===== src/rtl/clkdiv_pkg.sv =====
package clkdiv_pkg;
  localparam int unsigned CODE_W_DEF = 3;

  // high-time length for a ratio code: ceil((code+1)/2)
  function automatic int unsigned high_len(input int unsigned code);
    return (code + 2) / 2;
  endfunction
endpackage


===== src/rtl/clkdiv_cfg.sv =====
module clkdiv_cfg #(
  parameter int unsigned CODE_W = 3
) (
  input  logic              clk_i,
  input  logic              rst_ni,
  input  logic [CODE_W-1:0] ratio_code_i,
  input  logic [CODE_W-1:0] phase_code_i,
  input  logic              apply_i,
  input  logic              sync_i,
  output logic [CODE_W-1:0] ratio_o,
  output logic [CODE_W-1:0] ratio_nx_o,
  output logic [CODE_W-1:0] load_phase_o,
  output logic              restart_o,
  output logic              stab_o
);
  logic [CODE_W-1:0] ratio_q, phase_q;

  always_ff @(posedge clk_i or negedge rst_ni) begin
    if (!rst_ni) begin
      ratio_q <= '0;
      phase_q <= '0;
    end else if (apply_i) begin
      ratio_q <= ratio_code_i;
      phase_q <= phase_code_i;
    end
  end

  assign ratio_o      = ratio_q;
  assign ratio_nx_o   = apply_i ? ratio_code_i : ratio_q;
  assign load_phase_o = apply_i ? phase_code_i : phase_q;
  assign restart_o    = apply_i | sync_i;
  assign stab_o       = (ratio_q != '0);


  hold_without_apply_chk: assert property (@(posedge clk_i) disable iff (!rst_ni)
    !apply_i |=> $stable(ratio_q) && $stable(phase_q));
endmodule


===== src/rtl/clkdiv_delay.sv =====
module clkdiv_delay #(
  parameter int unsigned CODE_W = 3
) (
  input  logic              clk_i,
  input  logic              rst_ni,
  input  logic              restart_i,
  input  logic [CODE_W-1:0] load_i,
  output logic              zero_o,
  output logic              zero_nx_o
);
  logic [CODE_W-1:0] dly_q, dly_d;

  always_comb begin
    if (restart_i)         dly_d = load_i;
    else if (dly_q != '0)  dly_d = dly_q - 1'b1;
    else                   dly_d = dly_q;
  end

  always_ff @(posedge clk_i or negedge rst_ni) begin
    if (!rst_ni) dly_q <= '0;
    else         dly_q <= dly_d;
  end

  assign zero_o    = (dly_q == '0);
  assign zero_nx_o = (dly_d == '0);


  delay_load_chk: assert property (@(posedge clk_i) disable iff (!rst_ni)
    restart_i |=> dly_q == $past(load_i));


  delay_step_chk: assert property (@(posedge clk_i) disable iff (!rst_ni)
    (!restart_i && dly_q != '0) |=> dly_q == $past(dly_q) - 1'b1);
endmodule


===== src/rtl/clkdiv_count.sv =====
module clkdiv_count #(
  parameter int unsigned CODE_W = 3
) (
  input  logic              clk_i,
  input  logic              rst_ni,
  input  logic              restart_i,
  input  logic              adv_i,
  input  logic [CODE_W-1:0] ratio_i,
  output logic [CODE_W-1:0] cnt_o,
  output logic [CODE_W-1:0] cnt_nx_o
);
  logic [CODE_W-1:0] cnt_q, cnt_d;

  always_comb begin
    if (restart_i)  cnt_d = '0;
    else if (adv_i) cnt_d = (cnt_q == ratio_i) ? '0 : cnt_q + 1'b1;
    else            cnt_d = cnt_q;
  end

  always_ff @(posedge clk_i or negedge rst_ni) begin
    if (!rst_ni) cnt_q <= '0;
    else         cnt_q <= cnt_d;
  end

  assign cnt_o    = cnt_q;
  assign cnt_nx_o = cnt_d;


  cnt_in_range_chk: assert property (@(posedge clk_i) disable iff (!rst_ni)
    cnt_q <= ratio_i);
endmodule


===== src/rtl/clkdiv_phase.sv =====
module clkdiv_phase #(
  parameter int unsigned CODE_W = clkdiv_pkg::CODE_W_DEF
) (
  input  logic              clk_i,
  input  logic              rst_ni,
  input  logic [CODE_W-1:0] ratio_code_i,
  input  logic [CODE_W-1:0] phase_code_i,
  input  logic              apply_i,
  input  logic              sync_i,
  output logic              div_en_o,
  output logic              div_clk_o,
  output logic              stab_active_o
);
  logic [CODE_W-1:0] ratio_q, ratio_nx, load_phase, cnt_q, cnt_nx;
  logic              restart, dly_zero, dly_zero_nx, clk_d, clk_q;

  clkdiv_cfg #(.CODE_W(CODE_W)) i_cfg (
    .clk_i, .rst_ni, .ratio_code_i, .phase_code_i, .apply_i, .sync_i,
    .ratio_o(ratio_q), .ratio_nx_o(ratio_nx), .load_phase_o(load_phase),
    .restart_o(restart), .stab_o(stab_active_o)
  );

  clkdiv_delay #(.CODE_W(CODE_W)) i_delay (
    .clk_i, .rst_ni, .restart_i(restart), .load_i(load_phase),
    .zero_o(dly_zero), .zero_nx_o(dly_zero_nx)
  );

  clkdiv_count #(.CODE_W(CODE_W)) i_count (
    .clk_i, .rst_ni, .restart_i(restart), .adv_i(dly_zero),
    .ratio_i(ratio_q), .cnt_o(cnt_q), .cnt_nx_o(cnt_nx)
  );

  assign clk_d = dly_zero_nx &&
                 (int'(cnt_nx) < int'(clkdiv_pkg::high_len(int'(ratio_nx))));

  always_ff @(posedge clk_i or negedge rst_ni) begin
    if (!rst_ni) clk_q <= 1'b1;
    else         clk_q <= clk_d;
  end

  assign div_clk_o = clk_q;
  assign div_en_o  = dly_zero && (cnt_q == '0);


  en_on_high_chk: assert property (@(posedge clk_i) disable iff (!rst_ni)
    div_en_o |-> div_clk_o);


  no_runt_chk: assert property (@(posedge clk_i) disable iff (!rst_ni)
    (apply_i && phase_code_i != '0) |=> !div_en_o && !div_clk_o);


  stab_follow_chk: assert property (@(posedge clk_i) disable iff (!rst_ni)
    apply_i |=> stab_active_o == ($past(ratio_code_i) != '0));


  div1_cont_chk: assert property (@(posedge clk_i) disable iff (!rst_ni)
    (div_en_o && ratio_q == '0 && !restart) |=> div_en_o);


  gap_chk: assert property (@(posedge clk_i) disable iff (!rst_ni)
    (div_en_o && ratio_q != '0 && !restart) |=> !div_en_o);
endmodule


===== config.mk =====
export PLATFORM = sky130hd
export DESIGN_NAME = clkdiv_phase
export DESIGN_NICKNAME = d
export VERILOG_FILES = /design/src/rtl/clkdiv_pkg.sv /design/src/rtl/clkdiv_cfg.sv /design/src/rtl/clkdiv_delay.sv /design/src/rtl/clkdiv_count.sv /design/src/rtl/clkdiv_phase.sv
export SDC_FILE = /design/constraint.sdc
export NUM_CORES = 1
export LEC_CHECK = 0
export BUFFER_PORTS_ARGS = -buffer_cell sky130_fd_sc_hd__buf_4
export CAP_MARGIN = 10
export CORE_MARGIN = 3
export CORE_UTILIZATION = 53
export DETAILED_ROUTE_END_ITERATION = 12
export PLACE_DENSITY = 0.76
export SYNTH_ARGS = -nofsm -noshare
export SYNTH_HDL_FRONTEND = slang
export SYNTH_SLANG_ARGS = --single-unit

===== constraint.sdc =====
create_clock -name clk_i -period 3.3 [get_ports clk_i]
set_clock_uncertainty 0.2 [all_clocks]
set_input_delay 0.165 -clock clk_i [delete_from_list [all_inputs] [get_ports clk_i]]
set_output_delay 0.165 -clock clk_i [all_outputs]
set_load 0.02 [all_outputs]

==> metrics.yaml, run 1 <==
clk_pin_slew_ns: 0.08
worst_pin_slew_ns: 0.434
cap_violations: 0
wl_per_cell_um: 13.0
ctsRootBufferMaster: "clkbuf_4"
final_cells: 109
rsz0062_at_grt: "false"
ys.flop_type: "dfrtp_1"
powerDensity_nw_per_um2: 394
drive_above_1_share_pct: 28.7
wl_met1_um: 638
startpoint_type: "flip-flop"
multiInputGateArea_um2: 412
place_hpwl_um: 1040
yosys.cell_types.count: 27
avgSynthCellArea_um2: 11.0
async_flop_share_pct: 100
wl_met2_um: 722
antenna_cells: 0
cts_max_level: 1
rows: 13
setup_tns_ns: 0
clockBufferDepth: 2
slew_headroom_pct: 71.1
fillCellCount: 105
slowest_stage: "o41ai_2"
hp-class: "in2reg"
wl_um: 1420
syn-cell-area_um2: 806
drt_iter0_drc: 6
clk_latency_ns: 0.27
finalPower_uw: 389
finalSetupViolCount: 0
power.leakage_uw: 0.000472
yosys_warnings: 0
die_area_um2: 2020
dr_wl_met3_um: 46
die_x_um: 45.0
synthTopCellsByArea: "dfrtp_1, ha_1, mux2_2"
finalCritPeriodShare_pct: 84.0
core_um2: 1370
synth_common_cells: "dfrtp_1, inv_1, ha_1"
cp_data_required_time_ns: 3.28
syn-instance-count: 73
nets: 113
cp_top_family: "adder cells"
final-hold-violation-count: 0
fin_crit_ns: 2.77
ys_ff_latch: 13
antenna_left: 0
gp_congestion: 0.776
area_delta_synth_final_pct: 22.7
ir_worst_vdd_mv: 0.295
cp_slowest_stage_delay_ns: 0.47
setup_ws_ns: 0.527
port_buffers: 12
finalCoreUtilization_pct: 72.3
grt_pass1_vias: 582
crit_path_frequent_cell: "ha_1"
status: "completed"
yosys.cell_count.top_type: "dfrtp_1"
grt_max_degree: 14
routed_via_density: 5.14
start_util_pct: 59.0
max_freq_mhz: 361
top_layer: "met4"
vias: 560
yosysTopAreaCellShare_pct: 37.3
grt_pass1_wl_um: 2500
critPathCaptureType: "flip-flop"
post-place-cells: 98
grt_usage_pct: 17.3
final-max-slew-violation-count: 0
dp_worst_setup_slack_ns: 0.526
worstPathMaxFanout: 8
synth_edf_count: 0
crit_chain: "inv_1 > ha_1 > ha_1 > inv_2 > o41ai_2 > nor2_1 > ha_1 > a21oi_1 > nor2b_1 > nor4_2"
crit_arrival_ns: 2.76
drt-pass1-iter-count: 4
register_area_um2: 327
cts_num_sinks: 13
io_pins: 13
reg2reg_slack_ns: 0.53
ys_seq_area_share_pct: 40.5
cts_made_buffers: 3
cts_resized: 0
critPathKind: "reg2reg"
drcViolationCount: 0
overflow: 0
synth_fp_nets: 91
critPathBufInv: 2
antenna_found_initial: 0
synth_top_cell_by_area: "dfrtp_1"
cts_tree: "yes"
fp.dieH_um: 45.0
==> path summary, 6_finish.rpt <==
kind / to / from / depth (start not counted)
max: div_clk_o / i_delay.dly_q[0] / 10
min: i_delay.dly_q[1] / sync_i / 3
max reg2reg: div_clk_o / i_delay.dly_q[0] / 10
min reg2reg: i_cfg.phase_q[1] / i_cfg.phase_q[1] / 1
max in group asynchronous: div_clk_o / rst_ni / 2
min in group asynchronous: i_count.cnt_o[1] / rst_ni / 2
==> power breakdown <==
part / switching [uW] / internal [uW] / total (uW) / leakage, uW
logic: 54.5 / 51.5 / 106 / 0.000299
registers: 11.4 / 174 / 186 / 0.000158
clock network: 50.6 / 46.7 / 97.3 / 0.0000150
==> worst register-to-register path, stage by stage (launching register included) <==
cell and delay [ns]:
dfrtp_1 0.42, inv_1 0.07, ha_1 0.16, ha_1 0.43, inv_2 0.06, o41ai_2 0.47, nor2_1 0.13, ha_1 0.33
a21oi_1 0.14, nor2b_1 0.07, nor4_2 0.20
==> cells in the final DEF (no fill, tap or decap), drive strengths merged <==
| master | instances |
|---|---|
| dfrtp | 12 |
| buf | 12 |
| inv | 12 |
| ha | 8 |
| nor2 | 8 |
| dlygate4sd3 | 7 |
| mux2 | 6 |
| nand2 | 5 |
| xor2 | 5 |
| clkbuf | 4 |
| mux2i | 2 |
| o21ai | 2 |
| o41ai | 1 |
| xnor2 | 1 |
| a2111oi | 1 |
| o21a | 1 |
| o211ai | 1 |
| a21oi | 1 |
| nor2b | 1 |
| nor3 | 1 |
| nor4 | 1 |
| or3 | 1 |
| dfstp | 1 |
==> layer usage <==
layer  track usage (%)  vias to the layer above
met2              27.7                        8
met5                 0                        -
li1                  -                      278
met1              23.3                      272
met3              2.79                        2
met4              7.02                        0
==> layout make-up <==
cell class	count	share of cell area, %
inverter	12	4.56
multi-input combinational	46	41.6
tap	15	1.90
clock buffer	4	2.66
timing repair buffer	19	16.2
sequential	13	33.0
==> timing repair <==
| item | CTS | global route |
|---|---|---|
| setup buffers | 0 | 0 |
| hold buffers | 7 | 0 |
| endpoints found under the hold margin | 21 | 0 |
==> stage by stage <==
stage / instance area (um^2) / hold slack, ns
4_1_cts: 988 / 0.0106
3_3_place_gp: 892 / -0.183
6_report: 988 / 0.0129
3_5_place_dp: 892 / -0.183
5_1_grt: 988 / 0.0283
2_1_floorplan: 806 / -0.331
==> registers in the layout, summed over array words and instances (netlist names) <==
| register | flops |
|---|---|
| i_cfg.phase_q | 3 |
| i_cfg.ratio_o | 3 |
| i_delay.dly_q | 3 |
| div_clk_o | 1 |
| i_count.cnt_o | 3 |
==> kinds of logic (layout without fill, tap and decap cells) <==
logic type               count (synthesis)  count (layout)  synth area share (%)
adder cells (fa/ha/maj)                  8               8                  12.4
AND/OR/NAND/NOR                         17              17                  10.7
buffers and inverters                   14              35                  8.38
multiplexers                             8               8                  11.3
flip-flops                              13              13                  40.5
AO/OA/AOI/OAI                            7               7                  9.16
XOR/XNOR                                 6               6                  7.45
(Power assumes the default switching activity.)
==> inputs of run 2 (changes only) <==
--- a/config.mk
+++ b/config.mk
@@ -8,9 +8,9 @@
 export BUFFER_PORTS_ARGS = -buffer_cell sky130_fd_sc_hd__buf_4
 export CAP_MARGIN = 10
 export CORE_MARGIN = 3
-export CORE_UTILIZATION = 53
+export CORE_UTILIZATION = 48
 export DETAILED_ROUTE_END_ITERATION = 12
-export PLACE_DENSITY = 0.76
+export PLACE_DENSITY = 0.72
 export SYNTH_ARGS = -nofsm -noshare
 export SYNTH_HDL_FRONTEND = slang
 export SYNTH_SLANG_ARGS = --single-unit
==> constraint.sdc (replaced) <==
create_clock -name clk_i -period 2.5 [get_ports clk_i]
set_clock_uncertainty 0.2 [all_clocks]
set_input_delay 0.125 -clock clk_i [delete_from_list [all_inputs] [get_ports clk_i]]
set_output_delay 0.125 -clock clk_i [all_outputs]
set_load 0.02 [all_outputs]
==> metrics.yaml, run 2 (same netlist as run 1, synthesis figures left out) <==
core_um2: 1540  # +13%
critPathKind: "reg2reg"
power.leakage_uw: 0.000496  # +5.2%
worst_pin_slew_ns: 0.402  # -0.0319 ns
io_pins: 13  # unchanged
cap_violations: 0  # unchanged
final_common_cell: "buf_4"
clk_pin_slew_ns: 0.08  # about the same
place_hpwl_um: 1150  # +10%
gp_congestion: 0.730  # -5.9%
fp.dieH_um: 47.0  # +4.4%
grt_usage_pct: 17.3  # -0.036 points
cp_slowest_stage_delay_ns: 0.41  # -0.06 ns
cts_num_sinks: 13  # unchanged
finalSetupViolCount: 0  # unchanged
final-hold-violation-count: 0  # unchanged
rows: 14  # +1
setup_tns_ns: 0  # unchanged
antenna_found_initial: 0  # unchanged
clockBufferDepth: 2  # unchanged
area_delta_synth_final_pct: 32.6
drt_iter0_drc: 7  # +1
powerDensity_nw_per_um2: 508  # +29%
ir_worst_vdd_mv: 0.413  # +40%
grt_max_degree: 14  # unchanged
wl_um: 1760  # +25%
drive_above_1_share_pct: 34.3  # +5.6 points
cts_max_level: 1  # unchanged
nets: 118  # +4.4%
startpoint_type: "flip-flop"
max_freq_mhz: 433  # +20%
drt-pass1-iter-count: 5  # +1
antenna_left: 0  # unchanged
antenna_cells: 0  # unchanged
wl_per_cell_um: 15.3  # +18%
dp_worst_setup_slack_ns: 0.0242  # -0.502 ns
vias: 590  # +5.4%
routed_via_density: 5.13  # -0.14%
port_buffers: 12  # unchanged
crit_chain: "inv_1 > ha_1 > ha_2 > buf_6 > mux2i_2 > nor2_2 > ha_4 > a21oi_1 > nor2b_1 > nor4_2"
setup_ws_ns: 0.190  # -0.337 ns
worstPathMaxFanout: 7  # -1
hp-class: "in2async"
clk_latency_ns: 0.28  # about the same
final-max-slew-violation-count: 0  # unchanged
status: "completed"
fin_crit_ns: 2.31  # -0.463 ns
placed_cell_area_um2: 908  # +1.8%
drcViolationCount: 0  # unchanged
grt_pass1_wl_um: 2580  # +3.0%
slowest_stage: "dfrtp_1"
ctsRootBufferMaster: "clkbuf_4"
die_area_um2: 2210  # +9.0%
start_util_pct: 52.3  # -6.7 points
cts_tree: "yes"
cts_made_buffers: 3  # unchanged
reg2reg_depth: 10  # unchanged
cp_data_required_time_ns: 2.50  # -0.78 ns
die_x_um: 47.0  # +4.4%
final_cell_mix: "buf_4, dfrtp_1, inv_1"
grt_pass1_vias: 585  # +0.52%
critPathCaptureType: "flip-flop"
finalCritPeriodShare_pct: 92.4  # +8.4 points
overflow: 0  # unchanged
finalPower_uw: 543  # +40%
crit_arrival_ns: 2.31  # -0.45 ns
stdcell_area_um2: 1070  # +8.1%
slew_headroom_pct: 73.1  # +2.0 points
rsz0062_at_grt: "false"
[run 2: changes by cell type in the layout (fill, tap and decap cells not counted), sizes merged]
cell | previous run | this run
buf | 12 | 15
dlygate4sd3 | 7 | 9
[run 2: path summary, 6_finish.rpt]
path | endpoint | slack, ns | start
worst max-delay path | div_clk_o | 0.19 | i_delay.dly_q[1]
min in group clk_i | i_cfg.ratio_o[0] | 0.03 | apply_i
worst max register to register | div_clk_o | 0.19 | i_delay.dly_q[1]
max in group asynchronous | div_clk_o | 1.85 | rst_ni
worst min-delay path | i_cfg.phase_q[2] | 0.02 | rst_ni
worst min register to register | i_cfg.phase_q[0] | 0.32 | i_cfg.phase_q[0]
[run 2: power by group]
part | internal [uW] | switching (uW)
clock network | 62.0 | 68.7
registers | 230 | 14.0
logic | 82.8 | 85.2
total | 375 | 168
[run 2: metrics by stage]
stage                     hold WS (ns)  std cells  util [%]
after CTS                       0.0147        114      67.2
after detailed placement        -0.221        101      58.9
after global placement          -0.222        101      58.9
final                           0.0160        115      69.3
after global routing            0.0319        115      69.3
after floorplan                 -0.371         73         -
[run 2: metal layers]
layer	global-route usage (%)	vias to the layer above	part of all wire, %	wire length, um
met4	9.94	0	3.6	63
met5	0	-	0	0
met3	5.75	8	4.0	71
met2	27.6	24	52	910
li1	-	285	-	-
met1	20.1	273	41	718
[run 2: layout make-up]
type                    count  area (um^2)
clock buffers               4         26.3
fillers                   114          473
inverters                  12         45.0
multi-input cells          46          444
flip-flops and latches     13          327
well taps                  16         20.0
repair buffers             24          206
[run 2: critical path: cells and delay by family (launching register included)]
| kind | cells | cell delay (ns) |
|---|---|---|
| buf+inv | 2 | 0.22 |
| mux | 1 | 0.24 |
| flops | 1 | 0.41 |
| simple gates | 3 | 0.37 |
| fa+ha+maj | 3 | 0.64 |
| compound gates | 1 | 0.14 |
[run 2: what timing repair did]
action,in CTS,in global routing
hold buffers,9,0
buffers inserted,0,1
pin swaps,0,3
resized for setup,1,5
endpoints found under the hold margin,23,0
setup endpoints to repair,1,1
==> inputs of run 3 (changes only) <==
--- a/config.mk
+++ b/config.mk
@@ -11,6 +11,7 @@
 export CORE_UTILIZATION = 48
 export DETAILED_ROUTE_END_ITERATION = 12
 export PLACE_DENSITY = 0.72
+export RECOVER_POWER = 100
 export SYNTH_ARGS = -nofsm -noshare
 export SYNTH_HDL_FRONTEND = slang
 export SYNTH_SLANG_ARGS = --single-unit
==> metrics.yaml, run 3 (same netlist as run 1, synthesis figures left out) <==
port_buffers: 12  # unchanged
p_sw_share_pct: 31.3  # +0.38 points
max_freq_mhz: 431  # -0.34%
grt_usage_pct: 17.3  # unchanged
ctsRootBufferMaster: "clkbuf_4"
finalCritPeriodShare_pct: 92.7  # +0.32 points
worst_pin_slew_ns: 0.718  # +0.316 ns
grt_max_degree: 14  # unchanged
critPathKind: "reg2reg"
reg2reg_slack_ns: 0.18  # about the same
fin_crit_ns: 2.32  # +0.00790 ns
routed_via_density: 5.09  # -0.85%
crit_arrival_ns: 2.32  # about the same
setup_ws_ns: 0.182  # -0.00790 ns
die_x_um: 47.0  # unchanged
worstHoldStart: "apply_i"
clk_latency_ns: 0.28  # about the same
powerDensity_nw_per_um2: 512  # +0.79%
clockBufferDepth: 2  # unchanged
r2r-end: "div_clk_o"
crit_path_frequent_cell: "ha_1"
register_area_um2: 327  # unchanged
antenna_left: 0  # unchanged
crit_chain: "inv_1 > ha_1 > ha_1 > buf_6 > mux2i_1 > nor2_2 > ha_4 > a21oi_1 > nor2b_1 > nor4_2"
grt_pass1_vias: 585  # unchanged
pwr-share-seq_pct: 45.6  # +0.6 points
drt_iter0_drc: 9  # +2
place_hpwl_um: 1150  # unchanged
power.share.clock_pct: 24.6  # +0.5 points
cts_tree: "yes"
fp.dieH_um: 47.0  # unchanged
cts_max_level: 1  # unchanged
p_int_uw: 367  # -2.1%
nets: 118  # unchanged
final_cell_mix: "dfrtp_1, inv_1, dlygate4sd3_1"
cts_made_buffers: 3  # unchanged
start_util_pct: 52.3  # unchanged
slowest_stage: "dfrtp_1"
hp-class: "in2reg"
drive_above_1_share_pct: 26.3  # -8.1 points
hold_depth: 2
power_switching_uw: 167  # -0.35%
final-max-slew-violation-count: 0  # unchanged
ir_worst_vdd_mv: 0.411  # -0.45%
drcViolationCount: 0  # unchanged
reg2reg_depth: 10  # unchanged
min_to: "i_cfg.ratio_o[0]"
rows: 14  # unchanged
dp_worst_setup_slack_ns: 0.0242  # unchanged
clk_pin_slew_ns: 0.08  # about the same
power.leakage_uw: 0.000478  # -3.6%
io_pins: 13  # unchanged
startpoint_type: "flip-flop"
core_um2: 1540  # unchanged
worstPathMaxFanout: 7  # unchanged
finalSetupViolCount: 0  # unchanged
combPwrFrac_pct: 29.8  # -1.2 points
cap_violations: 0  # unchanged
overflow: 0  # unchanged
antenna_cells: 0  # unchanged
cts_num_sinks: 13  # unchanged
grt_pass1_wl_um: 2580  # unchanged
status: "completed"
critPathCaptureType: "flip-flop"
rsz0062_at_grt: "false"
vias: 585  # -0.85%
gp_congestion: 0.730  # unchanged
die_area_um2: 2210  # unchanged
final_common_cell: "dfrtp_1"
drt-pass1-iter-count: 5  # unchanged
wl_um: 1750  # -1.1%
setup_tns_ns: 0  # unchanged
cp_data_required_time_ns: 2.50  # about the same
cp-startpoint: "i_delay.dly_q[1]"
fillCellCount: 123  # +7.9%
area_delta_synth_final_pct: 29.5
slew_headroom_pct: 52.1  # -21 points
final-hold-violation-count: 0  # unchanged
r2r_start: "i_delay.dly_q[1]"
multiInputGateArea_um2: 434  # -2.3%
wl_per_cell_um: 15.2  # -1.1%
antenna_found_initial: 0  # unchanged
cp_slowest_stage_delay_ns: 0.41  # about the same
## run 3: cell count changes in the layout (fill, tap and decap cells not counted), sizes merged
cell    previous run  this run
clkbuf             4        12
buf               15         7
## run 3: worst max path at each step
stage,end,slack (ns),cells after the start
final,div_clk_o,0.18,10
after detailed placement,div_clk_o,0.02,10
after global routing,div_clk_o,0.03,10
after global placement,div_clk_o,0.14,10
after CTS,div_clk_o,0.03,10
after floorplan,div_clk_o,0.07,11
## run 3: area by class of cell
class	instances	share of cell area (%)
sequential	13	31.3
multi-input combinational	46	41.6
clock buffer	4	2.52
tap	16	1.92
inverter	12	4.32
timing repair buffer	24	18.3
## run 3: power by group through the flow
stage / sequential (uW) / combinational, uW / clock [uW]
CTS: 246 / 152 / 134
global placement: 248 / 131 / 0
floorplan: 248 / 93.7 / 0
detailed placement: 250 / 136 / 0
global route: 245 / 173 / 143
finish: 244 / 159 / 131
## run 3: layer usage
metal	wire length, um	vias up	GRT usage [%]
met5	0	-	0
met4	58	0	9.94
met3	89	8	5.75
met2	898	21	27.6
met1	698	270	20.1
li1	-	286	-
## run 3: critical path, delay by kind of cell, from the launching register on
family | cells | cell delay (ns)
and+or+nand+nor | 3 | 0.37
AOI/OAI and AO/OA | 1 | 0.14
adders and majority gates | 3 | 0.63
buffers and inverters | 2 | 0.23
DFF | 1 | 0.41
muxes | 1 | 0.24
## run 3: what timing repair did
item                       in CTS  in global routing
hold endpoints to repair       23                  0
setup endpoints to repair       1                  1
resized for setup               1                  5
setup buffers                   0                  1
hold buffers                    9                  0
pin swaps                       0                  3
## run 3: per-stage QoR
step | cells | instance area [um^2] | hold WS (ns) | power [uW] | utilization, %
2_1_floorplan | 73 | 806 | -0.371 | 342 | -
3_3_place_gp | 101 | 908 | -0.222 | 379 | 58.9
3_5_place_dp | 101 | 908 | -0.221 | 386 | 58.9
4_1_cts | 114 | 1040 | 0.0147 | 531 | 67.2
5_1_grt | 115 | 1040 | 0.0270 | 561 | 67.7
6_report | 115 | 1040 | 0.0255 | 534 | 67.7
